**src/rtl/pnc_pkg.sv**
```systemverilog
package pnc_pkg;
    typedef enum logic [2:0] {
        RUN_OK       = 3'd1,
        STOP_HALT    = 3'd2,
        STOP_ADDR    = 3'd3,
        STOP_ILLEGAL = 3'd4
    } pnc_status_e;

    localparam logic [3:0] CL_HALT  = 4'h0;
    localparam logic [3:0] CL_NOP   = 4'h1;
    localparam logic [3:0] CL_CMOV  = 4'h2;
    localparam logic [3:0] CL_IMM   = 4'h3;
    localparam logic [3:0] CL_STORE = 4'h4;
    localparam logic [3:0] CL_LOAD  = 4'h5;
    localparam logic [3:0] CL_ALU   = 4'h6;
    localparam logic [3:0] CL_JUMP  = 4'h7;
    localparam logic [3:0] CL_CALL  = 4'h8;
    localparam logic [3:0] CL_RET   = 4'h9;
    localparam logic [3:0] CL_PUSH  = 4'hA;
    localparam logic [3:0] CL_POP   = 4'hB;

    function automatic logic class_known(input logic [3:0] c);
        return c <= CL_POP;
    endfunction
endpackage

```
**src/rtl/pnc_status_fsm.sv**
```systemverilog
module pnc_status_fsm
    import pnc_pkg::*;
(
    input  logic        clk,
    input  logic        rst_n,
    input  logic        step_i,
    input  logic [3:0]  op_i,
    input  logic        memerr_i,
    output pnc_status_e state_o,
    output logic        run_o,
    output logic        commit_o
);
    pnc_status_e state_q, state_d;

    // state register
    always_ff @(posedge clk or negedge rst_n) begin
        if (!rst_n) state_q <= RUN_OK;
        else        state_q <= state_d;
    end

    // transitions: advance / halt / fault / reject; stop states are sticky
    always_comb begin
        state_d = state_q;
        unique case (state_q)
            RUN_OK: begin
                if (step_i) begin
                    if (memerr_i)               state_d = STOP_ADDR;
                    else if (op_i == CL_HALT)   state_d = STOP_HALT;
                    else if (!class_known(op_i)) state_d = STOP_ILLEGAL;
                    else                        state_d = RUN_OK;
                end
            end
            STOP_HALT, STOP_ADDR, STOP_ILLEGAL: state_d = state_q;
            default: state_d = state_q;
        endcase
    end

    // outputs
    always_comb begin
        state_o  = state_q;
        run_o    = (state_q == RUN_OK);
        commit_o = run_o && step_i && !memerr_i && (op_i != CL_HALT) && class_known(op_i);
    end

    // a clean halt step lands in STOP_HALT
    assert_halt_stop_R2: assert property (@(posedge clk) disable iff (!rst_n)
        (state_q == RUN_OK && step_i && !memerr_i && op_i == CL_HALT) |=> (state_q == STOP_HALT));

    // unknown class lands in STOP_ILLEGAL
    assert_illegal_stop_R3: assert property (@(posedge clk) disable iff (!rst_n)
        (state_q == RUN_OK && step_i && !memerr_i && op_i > CL_POP) |=> (state_q == STOP_ILLEGAL));
endmodule

```
**src/rtl/pnc_pc_sel.sv**
```systemverilog
module pnc_pc_sel
    import pnc_pkg::*;
#(
    parameter int XLEN    = 64,
    parameter int JMP_LEN = 9
) (
    input  logic [XLEN-1:0] pc_i,
    input  logic [3:0]      op_i,
    input  logic [3:0]      ilen_i,
    input  logic            cond_i,
    input  logic [XLEN-1:0] dest_i,
    input  logic [XLEN-1:0] rdata_i,
    output logic [XLEN-1:0] pc_seq_o,
    output logic [XLEN-1:0] pc_next_o
);
    localparam logic [XLEN-1:0] JSTEP = XLEN'(JMP_LEN);

    always_comb begin
        pc_seq_o = pc_i + {{(XLEN-4){1'b0}}, ilen_i};
        unique case (op_i)
            CL_JUMP: pc_next_o = cond_i ? dest_i : (pc_i + JSTEP);
            CL_CALL: pc_next_o = dest_i;
            CL_RET:  pc_next_o = rdata_i;
            default: pc_next_o = pc_seq_o;
        endcase
    end
endmodule

```
**src/rtl/pnc_stack_port.sv**
```systemverilog
module pnc_stack_port
    import pnc_pkg::*;
#(
    parameter int XLEN       = 64,
    parameter int WORD_BYTES = 8
) (
    input  logic            active_i,
    input  logic [3:0]      op_i,
    input  logic [XLEN-1:0] sp_i,
    input  logic [XLEN-1:0] pc_seq_i,
    input  logic [XLEN-1:0] push_data_i,
    output logic [XLEN-1:0] sp_next_o,
    output logic [XLEN-1:0] addr_o,
    output logic [XLEN-1:0] wdata_o,
    output logic            we_o,
    output logic            re_o
);
    localparam logic [XLEN-1:0] WSTEP = XLEN'(WORD_BYTES);

    logic [XLEN-1:0] sp_dec, sp_inc;

    always_comb begin
        sp_dec    = sp_i - WSTEP;
        sp_inc    = sp_i + WSTEP;
        sp_next_o = sp_i;
        addr_o    = '0;
        wdata_o   = '0;
        we_o      = 1'b0;
        re_o      = 1'b0;
        unique case (op_i)
            CL_CALL, CL_PUSH: begin
                sp_next_o = sp_dec;
                addr_o    = sp_dec;
                wdata_o   = (op_i == CL_CALL) ? pc_seq_i : push_data_i;
                we_o      = active_i;
            end
            CL_RET, CL_POP: begin
                sp_next_o = sp_inc;
                addr_o    = sp_i;
                re_o      = active_i;
            end
            default: ;
        endcase
    end
endmodule

```
**src/rtl/pnc_top.sv**
```systemverilog
module pnc_top
    import pnc_pkg::*;
#(
    parameter int              XLEN       = 64,
    parameter int              WORD_BYTES = 8,
    parameter int              JMP_LEN    = 9,
    parameter logic [63:0]     SP_INIT    = 64'h0000_0000_0000_0800
) (
    input  logic            clk,
    input  logic            rst_n,
    input  logic            step_i,
    input  logic [3:0]      op_i,
    input  logic [3:0]      ilen_i,
    input  logic            cond_i,
    input  logic [XLEN-1:0] dest_i,
    input  logic [XLEN-1:0] rdata_i,
    input  logic [XLEN-1:0] push_data_i,
    input  logic            memerr_i,
    output logic [XLEN-1:0] pc_o,
    output logic [XLEN-1:0] sp_o,
    output logic [2:0]      status_o,
    output logic [XLEN-1:0] mem_addr_o,
    output logic [XLEN-1:0] mem_wdata_o,
    output logic            mem_we_o,
    output logic            mem_re_o
);
    pnc_status_e     state;
    logic            run, commit;
    logic [XLEN-1:0] pc_q, sp_q, pc_seq, pc_next, sp_next;

    pnc_status_fsm u_fsm (
        .clk(clk), .rst_n(rst_n), .step_i(step_i), .op_i(op_i),
        .memerr_i(memerr_i), .state_o(state), .run_o(run), .commit_o(commit)
    );

    pnc_pc_sel #(.XLEN(XLEN), .JMP_LEN(JMP_LEN)) u_pc (
        .pc_i(pc_q), .op_i(op_i), .ilen_i(ilen_i), .cond_i(cond_i),
        .dest_i(dest_i), .rdata_i(rdata_i), .pc_seq_o(pc_seq), .pc_next_o(pc_next)
    );

    pnc_stack_port #(.XLEN(XLEN), .WORD_BYTES(WORD_BYTES)) u_stk (
        .active_i(run && step_i), .op_i(op_i), .sp_i(sp_q), .pc_seq_i(pc_seq),
        .push_data_i(push_data_i), .sp_next_o(sp_next), .addr_o(mem_addr_o),
        .wdata_o(mem_wdata_o), .we_o(mem_we_o), .re_o(mem_re_o)
    );

    always_ff @(posedge clk or negedge rst_n) begin
        if (!rst_n) begin
            pc_q <= '0;
            sp_q <= XLEN'(SP_INIT);
        end else if (commit) begin
            pc_q <= pc_next;
            sp_q <= sp_next;
        end
    end

    assign pc_o     = pc_q;
    assign sp_o     = sp_q;
    assign status_o = state;

    // stopped machine holds everything and issues no access
    assert_frozen_hold_R5: assert property (@(posedge clk) disable iff (!rst_n)
        (status_o != 3'd1) |=> ($stable(pc_o) && $stable(sp_o) && $stable(status_o)));
    assert_frozen_quiet_R5: assert property (@(posedge clk) disable iff (!rst_n)
        (status_o != 3'd1) |-> (!mem_we_o && !mem_re_o));

    // a faulted step commits nothing and reports the address state
    assert_fault_nocommit_R4: assert property (@(posedge clk) disable iff (!rst_n)
        (status_o == 3'd1 && step_i && memerr_i) |=>
        (status_o == 3'd3 && $stable(pc_o) && $stable(sp_o)));

    // call lands at the destination with one word pushed
    assert_call_effect_R8: assert property (@(posedge clk) disable iff (!rst_n)
        (status_o == 3'd1 && step_i && !memerr_i && op_i == CL_CALL) |=>
        (pc_o == $past(dest_i) && sp_o == $past(sp_o) - XLEN'(WORD_BYTES)));

    // no step, no change
    assert_idle_hold_R11: assert property (@(posedge clk) disable iff (!rst_n)
        !step_i |=> ($stable(pc_o) && $stable(sp_o) && $stable(status_o)));
endmodule

```
**config.mk**
```make
export PLATFORM = sky130hd
export DESIGN_NAME = pnc_top
export DESIGN_NICKNAME = d
export VERILOG_FILES = /design/src/rtl/pnc_pkg.sv /design/src/rtl/pnc_status_fsm.sv /design/src/rtl/pnc_pc_sel.sv /design/src/rtl/pnc_stack_port.sv /design/src/rtl/pnc_top.sv
export SDC_FILE = /design/constraint.sdc
export NUM_CORES = 1
export LEC_CHECK = 0
export BUFFER_PORTS_ARGS = -buffer_cell sky130_fd_sc_hd__buf_2
export CAP_MARGIN = 20
export CELL_PAD_IN_SITES_DETAIL_PLACEMENT = 0
export CELL_PAD_IN_SITES_GLOBAL_PLACEMENT = 1
export CORE_MARGIN = 3
export CORE_UTILIZATION = 39
export CTS_CLUSTER_DIAMETER = 120
export DETAILED_ROUTE_END_ITERATION = 8
export PLACE_DENSITY_LB_ADDON = 0.12
export SYNTH_ARGS = -nofsm -noshare
export SYNTH_HDL_FRONTEND = slang
export SYNTH_SLANG_ARGS = --single-unit
```
**constraint.sdc**
```tcl
create_clock -name clk -period 5.2 [get_ports clk]
set_input_delay 0.26 -clock clk [delete_from_list [all_inputs] [get_ports clk]]
set_output_delay 0.26 -clock clk [all_outputs]
set_load 0.02 [all_outputs]
```
Yosys cells after proc, flatten, opt, wreduce, memory -nomap -nowiden. Index checks and enable logic that the tools add are counted.

Logic and storage cells: 37. Register bits: 131. Input port bits: 205. Output and inout port bits: 261.

Add/subtract/negate cells: 4. Reductions and logical operators: 12. Eq/ne operators: 6. Multiplexer cells: 11. $lt $le $gt $ge: 1.

Operator list (count): $pmux 64 s2 (2); $mux 64 (3); $pmux 64 s3 (1); $add 64x4->64 const B (2); $add 64x4->64 (1); $sub 64x4->64 const B (1); $eq 4x4->1 const B (4); $mux 3 (3); $eq 4x3->1 const B (1); $le 4x4->1 const B (1); $logic_and 1x1->1 (4); $logic_not 4->1 (1); $reduce_and 2->1 (2); $reduce_bool 4->1 (1); $reduce_or 2->1 (2); $eq 3x1->1 const B (1); $mux 1 (2); $reduce_bool 2->1 (1); $logic_not 1->1 (1).

Depth between registers and ports, before layout. Gate-level depths: netlist of run 1.

Word-level depth: 6. Mapped depth: 11. Mapped depth without buffers: 10.

Modules after synthesis. A second synthesis of run 1 with hierarchy kept.

Cells, all modules: 1823. Area, all modules: 14657.8 um^2.

By module, submodules not included: pnc_pc_sel (times used 1, sequential area each 0.0 um^2, cells an instance 778, area an instance 4968.5 um^2); pnc_top (times used 1, sequential area each 3204.3 um^2, cells an instance 271, area an instance 4829.6 um^2); pnc_stack_port (times used 1, sequential area each 0.0 um^2, cells an instance 761, area an instance 4700.8 um^2); pnc_status_fsm (times used 1, sequential area each 76.3 um^2, cells an instance 13, area an instance 158.9 um^2).

Least setup slack after synthesis of run 1. No wires, ideal clock.

Path type: register to output. From: reg sp_q[50], in the netlist sp_o[50]. To: out mem_addr_o[62]. Path slack: 1.551 ns. Stages on the path, launching flop included: 9. Arrival: 3.389 ns. Path buffers: 2. Required time: 4.940 ns. Cell sequence: dfrtp_1 buf_6 or4_4 or4b_4 buf_6 or4_4 or4_4 or3_1 a21oi_1.

Cells in the longest elaborated chain, start to end: 2.

RTL lines: from (decl) (line pnc_top.sv:29) `logic [XLEN-1:0] pc_q, sp_q, pc_seq, pc_next, sp_next;`; from (signal assigned) (line pnc_top.sv:50) `sp_q <= XLEN'(SP_INIT);`; from (signal assigned) (line pnc_top.sv:53) `sp_q <= sp_next;`; $sub 64x4->64 (line pnc_stack_port.sv:23) `sp_dec = sp_i - WSTEP;`; $pmux 64 s2 (line pnc_stack_port.sv:30) `unique case (op_i)`; to (decl) (line pnc_top.sv:22) `output logic [XLEN-1:0] mem_addr_o,`.

No other way between the ends.

Final worst setup path of run 1.
From: reg pc_q[0], in the netlist pc_o[0]. To: out mem_wdata_o[52].

Cells in the longest elaborated chain, start to end: 3.

RTL lines: from (decl) (line pnc_top.sv:29); from (signal assigned) (line pnc_top.sv:52) `pc_q <= pc_next;`; $add 64x4->64 (line pnc_pc_sel.sv:19) `pc_seq_o = pc_i + {{(XLEN-4){1'b0}}, ilen_i};`; $mux 64 (line pnc_stack_port.sv:34) `wdata_o = (op_i == CL_CALL) ? pc_seq_i : push_data_i;`; $mux 64 (line pnc_stack_port.sv:30); to (decl) (line pnc_top.sv:23) `output logic [XLEN-1:0] mem_wdata_o,`.

No other way between the ends.

==> results of run 1 <==
cells by family (layout without fill, tap and decap cells):
logic type	Yosys count	after routing
adders and majority gates	8	8
DFF	128	128
buffers and inverters	222	551
xor gates and xnor gates	212	212
muxes	16	16
other	1	9
and+or+nand+nor	784	784
AOI/OAI and AO/OA	488	488
area by class of cell:
| class | count | area (um2) | share of cell area |
|---|---|---|---|
| diodes | 3 | 7.507 | 0.0004658 |
| clock buffers | 19 | 442.9 | 0.02748 |
| clock inverters | 13 | 127.6 | 0.007918 |
| inverters | 27 | 101.3 | 0.006288 |
| multi-input cells | 1514 | 9126 | 0.5662 |
| flip-flops and latches | 128 | 3206 | 0.1989 |
| well taps | 442 | 553.0 | 0.03431 |
| repair buffers | 492 | 2554 | 0.1584 |
state kept, by name (all words and copies together), names as in the netlist:
register,count
u_fsm.state_o,3
pc_o,64
sp_o,61
cell usage in the layout, fill, tap and decap left out, types with 25 or more instances in the layout:
cell,n
buf_2,458
nor2_1,246
nand2_1,160
a21oi_1,152
dfrtp_1,126
xnor2_1,112
o21ai_0,111
xor2_1,100
nand3_1,90
nor3_1,66
nand4_1,54
a221oi_1,48
nor4_1,32
buf_4,32
inv_1,25
and3_1,25
final timing paths:
path	cells past startpoint	start	endpoint	slack (ns)
setup / recovery	11	pc_o[0]	mem_wdata_o[52]	1.03
hold / removal	3	dest_i[1]	pc_o[1]	0.11
setup reg to reg	7	sp_o[6]	sp_o[50]	1.68
hold reg to reg	1	u_fsm.state_o[0]	u_fsm.state_o[0]	0.49
max in group asynchronous	3	rst_n	u_fsm.state_o[0]	3.69
min in group asynchronous	2	rst_n	sp_o[10]	0.42
per-layer routing:
layer | up-vias | share of wire | GRT usage
met5 | - | 0 | 0
met4 | 0 | 0.033 | 0.1063
met3 | 113 | 0.072 | 0.04625
met2 | 775 | 0.49 | 0.5630
met1 | 7481 | 0.41 | 0.4241
li1 | 7376 | - | -
tightest hold or removal path, cell delays in order:
cell and delay [ns]:
buf_2 0.09, a211oi_1 0.06, a21oi_1 0.10
where the power goes:
part / switching, mW / total (mW) / internal, mW
Combinational: 0.209 / 0.317 / 0.108
Clock: 0.537 / 1.22 / 0.681
Sequential: 0 / 0.995 / 0.995
==> impl_results.md, run 1 <==
- Max IR drop VDD: 0.0002309 V
- Die W: around 190 um
- Final number of setup-violating endpoints: 0
- DRT Pass-1 Iters: 6
- DRT iter0 DRCs: 1408
- Drt drc: 0
- FP Rows: 66
- DP Area: approximately 0.016 mm2
- Later-pin clock latency in the skew report: between 0.4 and 0.5 ns
- Placement Setup Slack: 1.574 ns
- Fin crit share: 0.8020
- WP data arrival: 3.91 ns
- DR vias: 15750
- Cell taking the most area after synthesis: dfrtp_1
- Final Cell Area: 0.01612 mm2
- Post-CTS sizing: 0
- Dpl cells: 2602
- Yosys top cell area share: 0.2387
- Post-synthesis xor/xnor area fraction: 0.1405
- Post-Syn Area: 0.01321 mm2
- Slew margin rel.: 0.3175
- Synth Area per Inst: 7.107 um2
- Grt total ovfl: 0
- Post-synthesis instance total: about 1900
- Min Clock Period, post-route: roughly 4.2 ns
- Total Wirelength: ~60 mm
- Post-DP HPWL: 45.37 mm
- Share of cells above drive strength 1: 0.2544
- Ranking of synthesized cells by area: dfrtp_1 (24%), xnor2_1 (7.4%), nor2_1 (7.1%), xor2_1 (6.6%), a21oi_1 (5.8%)
- Pleak: 7.101 nW
- Synth Flop Type: dfrtp_1
- Fmax: 239.8 MHz
- RSZ-0062 raised after global routing: false
- Initial core utilization: 0.4010
- Required time of the critical path: 4.94 ns
- Syn-to-layout area delta: 22.00%
- Count leader, synth: nor2_1
- Asr flop ratio synth: 1.000
- Synth Area in Simple Gates: 0.2887
- Routability Congestion: 0.9609
- NumNets Final: 2393
- CTS tree: done
- Mux cell area share after synthesis: 0.01212
- Post-route setup TNS: 0 ns
- Core ar.: between 0.03 and 0.04 mm2
- Status: finished, final reports clean
- Final ANT Viol Nets: 0
- GRT Util Overall: 0.3277
- Fill cells: 3407
- Power Total: 2.531 mW
- Crit-path max cell delay: 0.65 ns
- Critical path class: flip-flop to output port
- Initial antenna violation count: 1
- Synth Area in Adders: 0.008145
- CTS sink cnt: 128
- PwrDens: around 160 mW/mm2
- Synth Area in Compound Gates: 0.2362
- Final number of hold-violating endpoints: 0
- Largest net degree at the start of global routing: 71
- # Post-CTS Setup Buffers: 0
- Clock Skews: 0.01932 ns
- CP delay by family, top: compound AO/OA/AOI/OAI gates
- Max-cap violations: 0
- IO Count: roughly 470
- Critical Path Start Type: flip-flop
- Worst-margin pin slew: 1.016 ns
- Root Buffer: clkbuf_16
- Routed length per instance: roughly 23 um
- CTS Hold Bufs: 1
- Synth cell types: 76
- Number of synthesized register bits: 128
- Register area share after synthesis: 0.2426
- Post-route setup slack: approximately 1.0 ns
- Fin. max-slew vios: 0
- CTS buffer count: 17
- Post-synth EDFFs: 0
- Port Buf Inserts: 459
- Crit-path max FO: 8
- CP cell instances: ha_1 -> inv_1 -> fa_1 -> nor2b_1 -> o21ai_0 -> a211oi_1 -> nand3_1 -> nor2_1 -> xnor2_1 -> a21oi_1 -> buf_2
- Die Y: roughly 190 um
- CP Capture Type: output port
- CTS H-tree depth: 4
- Max Root-Sink Buffers: 2
- Avg Vias per Cell: between 5 and 6
- Post-Route Utilization: 0.4892
- Main combinational cell family by area after synthesis: simple AND/OR/NAND/NOR gates
- Global-route wire length before repair: 92.28 mm
- List of most frequent post-synthesis cells: nor2_1 (250), clkbuf_1 (172), nand2_1 (163)
- Vias in the first global route: 15040
- CP bufs+invs: 2
- Hold WC Path Type: input port to flip-flop
- Hold WS: 0.1133 ns
- Worst-path clk slew: approximately 0.070 ns
- CP max stage cell: a211oi_1
- Yosys warns: 0
- Die area: 0.03612 mm2
- Post-route insts no fill: 2638
(Power assumes the default switching activity.)
==> inputs of run 2 (changes only) <==
CORE_UTILIZATION = 32   (was 39)
clock period = 3.8 ns   (was 5.2 ns; I/O delays follow)
==> run 2 against run 1 <==
Global-route usage shrank 3.9 points. Cell area grew 3.8%. Highest routed layer unchanged. Sequential power grew 37%.
==> impl_results.md, run 2 (synthesized netlist as in run 1, its figures left out) <==
- Status: finished, final reports clean (unchanged)
- Final number of hold-violating endpoints: 0 (unchanged)
- Crit-path max cell delay: 0.58 ns (was 0.65 ns)
- Worst-path clk slew: 0.06 ns (was 0.07 ns)
- Fin. max-slew vios: 0 (unchanged)
- Max IR drop VDD: 0.0002188 V (was 0.0002309 V)
- Final ANT Viol Nets: 0 (unchanged)
- Most common cell after layout, fill and taps aside: buf_2 (unchanged)
- Hold WC Path Type: input port to flip-flop (unchanged)
- CP Capture Type: output port (unchanged)
- Post-DP HPWL: 48.91 mm (was 45.37 mm)
- Fmax: 267.0 MHz
- Flop-to-flop setup slack: 0.76 ns (was 1.68 ns)
- Initial core utilization: 0.3280 (was 0.4010)
- CTS H-tree depth: 4 (unchanged)
- Later-pin clock latency in the skew report: 0.44 ns (about the same)
- Pleak: 7.394 nW (was 7.101 nW)
- Routed length per instance: 23.67 um (was 23.31 um)
- RSZ-0062 raised after global routing: true (was false)
- Critical Path Start Type: flip-flop (unchanged)
- CP cell instances: or4_4 -> or4b_4 -> or4_4 -> or4_4 -> or3_1 -> a21oi_1 -> buf_4 (was ha_1 -> inv_1 -> fa_1 -> nor2b_1 -> o21ai_0 -> a211oi_1 -> nand3_1 -> nor2_1 -> xnor2_1 -> a21oi_1 -> buf_2)
- Worst-margin pin slew: 0.9123 ns (was 1.016 ns)
- Max Root-Sink Buffers: 2 (unchanged)
- Die area: 0.04376 mm2 (was 0.03612 mm2)
- PwrDens: 211.3 mW/mm2 (was 157.0 mW/mm2)
- Vias in the first global route: 15430 (was 15040)
- Fin crit share: 0.9855
- Power Total: 3.534 mW (was 2.531 mW)
- Most frequent cells in the layout: buf_2 (457), nor2_1 (246), nand2_1 (160) (was buf_2 (458), nor2_1 (246), nand2_1 (160))
- Port Buf Inserts: 459 (unchanged)
- Required time of the critical path: 3.61 ns (was 4.94 ns)
- DRT iter0 DRCs: 1201 (was 1408)
- Initial antenna violation count: 1 (unchanged)
- Critical path class: flip-flop to output port (unchanged)
- Syn-to-layout area delta: 26.60% (was 22.00%)
- Root Buffer: clkbuf_16 (unchanged)
- Routability Congestion: 0.9034 (was 0.9609)
- IO Count: 466 (unchanged)
- Share of cells above drive strength 1: 0.2752 (was 0.2544)
- Total Wirelength: 65.51 mm (was 61.50 mm)
- Drt drc: 0 (unchanged)
- Largest net degree at the start of global routing: 81 (was 71)
- DP Area: 0.01607 mm2 (was 0.01553 mm2)
- Grt total ovfl: 0 (unchanged)
- CTS tree: done (unchanged)
- CP max stage cell: or4_4 (was a211oi_1)
- Die W: 209.2 um (was 190.1 um)
- Min Clock Period, post-route: between 3 and 4 ns
- CTS buffer count: 17 (unchanged)
- Max-cap violations: 0 (unchanged)
- WP data arrival: 3.56 ns (was 3.91 ns)
- Clock Skews: 0.008906 ns (was 0.01932 ns)
- Final Cell Area: 0.01673 mm2 (was 0.01612 mm2)
- DR vias: 15820 (was 15750)
- CTS sink cnt: 128 (unchanged)
- Core ar.: 0.04028 mm2 (was 0.03295 mm2)
- GRT Util Overall: 0.2883 (was 0.3277)
- DRT Pass-1 Iters: 6 (unchanged)
- FP Rows: 73 (was 66)
- Slew margin rel.: 0.3895 (was 0.3175)
- Avg Vias per Cell: 5.717 (was 5.969)
- Crit-path most repeated cell: or4_4
- Final number of setup-violating endpoints: 0 (unchanged)
- Global-route wire length before repair: 98.26 mm (was 92.28 mm)
- Crit-path max FO: 8 (unchanged)
- Number of flip-flops in the largest register: 64 (unchanged)
- NumNets Final: 2442 (was 2393)
- Die Y: 209.2 um (was 190.1 um)
==> run 2: changes by cell type in the layout (fill, tap and decap cells not counted), moves of 2 or more <==
cell      previous run  this run
buf_4               32        77
buf_12               0         5
nor4_2               0         6
clkbuf_8             1         4
clkinv_2             2         5
diode_2              3         1
inv_6                4         0
nor4_1              32        26
clkinv_4             3         1
==> run 2: layout make-up <==
type                       instances  area (um2)
clock buffer                      22       484.2
clock inverter                    10       108.9
fill                            4338       23550
antenna                            1       2.502
inverter                          27       101.3
timing repair buffer             541        2987
sequential                       128        3206
tap                              525       656.9
multi-input combinational       1514        9180
==> run 2: stage by stage <==
stage | setup slack (ns) | hold slack (ns) | utilization | TNS [ns] | std cells
after floorplan | 0.2214 | -0.1056 | - | 0 | 1864
after global placement | 0.5100 | 0.3238 | 0.3990 | 0 | 2734
after detailed placement | 0.5055 | 0.3271 | 0.3990 | 0 | 2734
after CTS | 0.01589 | 0.02510 | 0.4139 | 0 | 2767
after global routing | -0.07381 | 0.04934 | 0.4152 | -0.1406 | 2768
final | 0.05497 | 0.04331 | 0.4152 | 0 | 2768
==> run 2: critical path, delay by kind of cell (launching register included) <==
family | cells | cell delay (ns)
compound gates | 1 | 0.16
buf+inv | 1 | 0.17
flops | 1 | 0.38
simple gates | 5 | 2.41
==> run 2: timing repair <==
| item | in CTS | in global routing |
|---|---|---|
| setup endpoints to repair | 0 | 15 |
| setup buffers | 0 | 0 |
| hold buffers | 1 | 0 |
| endpoints found under the hold margin | 77 | 0 |
| gates resized for setup | 0 | 10 |
==> run 2: power by group <==
part	total, mW	switching (mW)	internal, mW
Clock	1.73	0.698	1.03
Combinational	0.442	0.284	0.157
Sequential	1.36	0	1.36
Total	3.53	0.982	2.55
==> run 2: final timing paths <==
path                       cells after the start               end        startpoint
max                                            7    mem_addr_o[62]          sp_o[50]
min                                            3           pc_o[1]         dest_i[1]
max reg2reg                                    7          sp_o[63]          sp_o[50]
min reg2reg                                    1  u_fsm.state_o[0]  u_fsm.state_o[0]
max in group asynchronous                      3          pc_o[57]             rst_n
min in group asynchronous                      2           sp_o[7]             rst_n
==> run 2: routing by layer <==
layer,GRT usage,wire [um],vias to the layer above
li1,-,-,7465
met1,0.3649,27310,7666
met2,0.5051,32670,600
met3,0.04669,3693,93
met4,0.08360,1839,0
met5,0,0,-
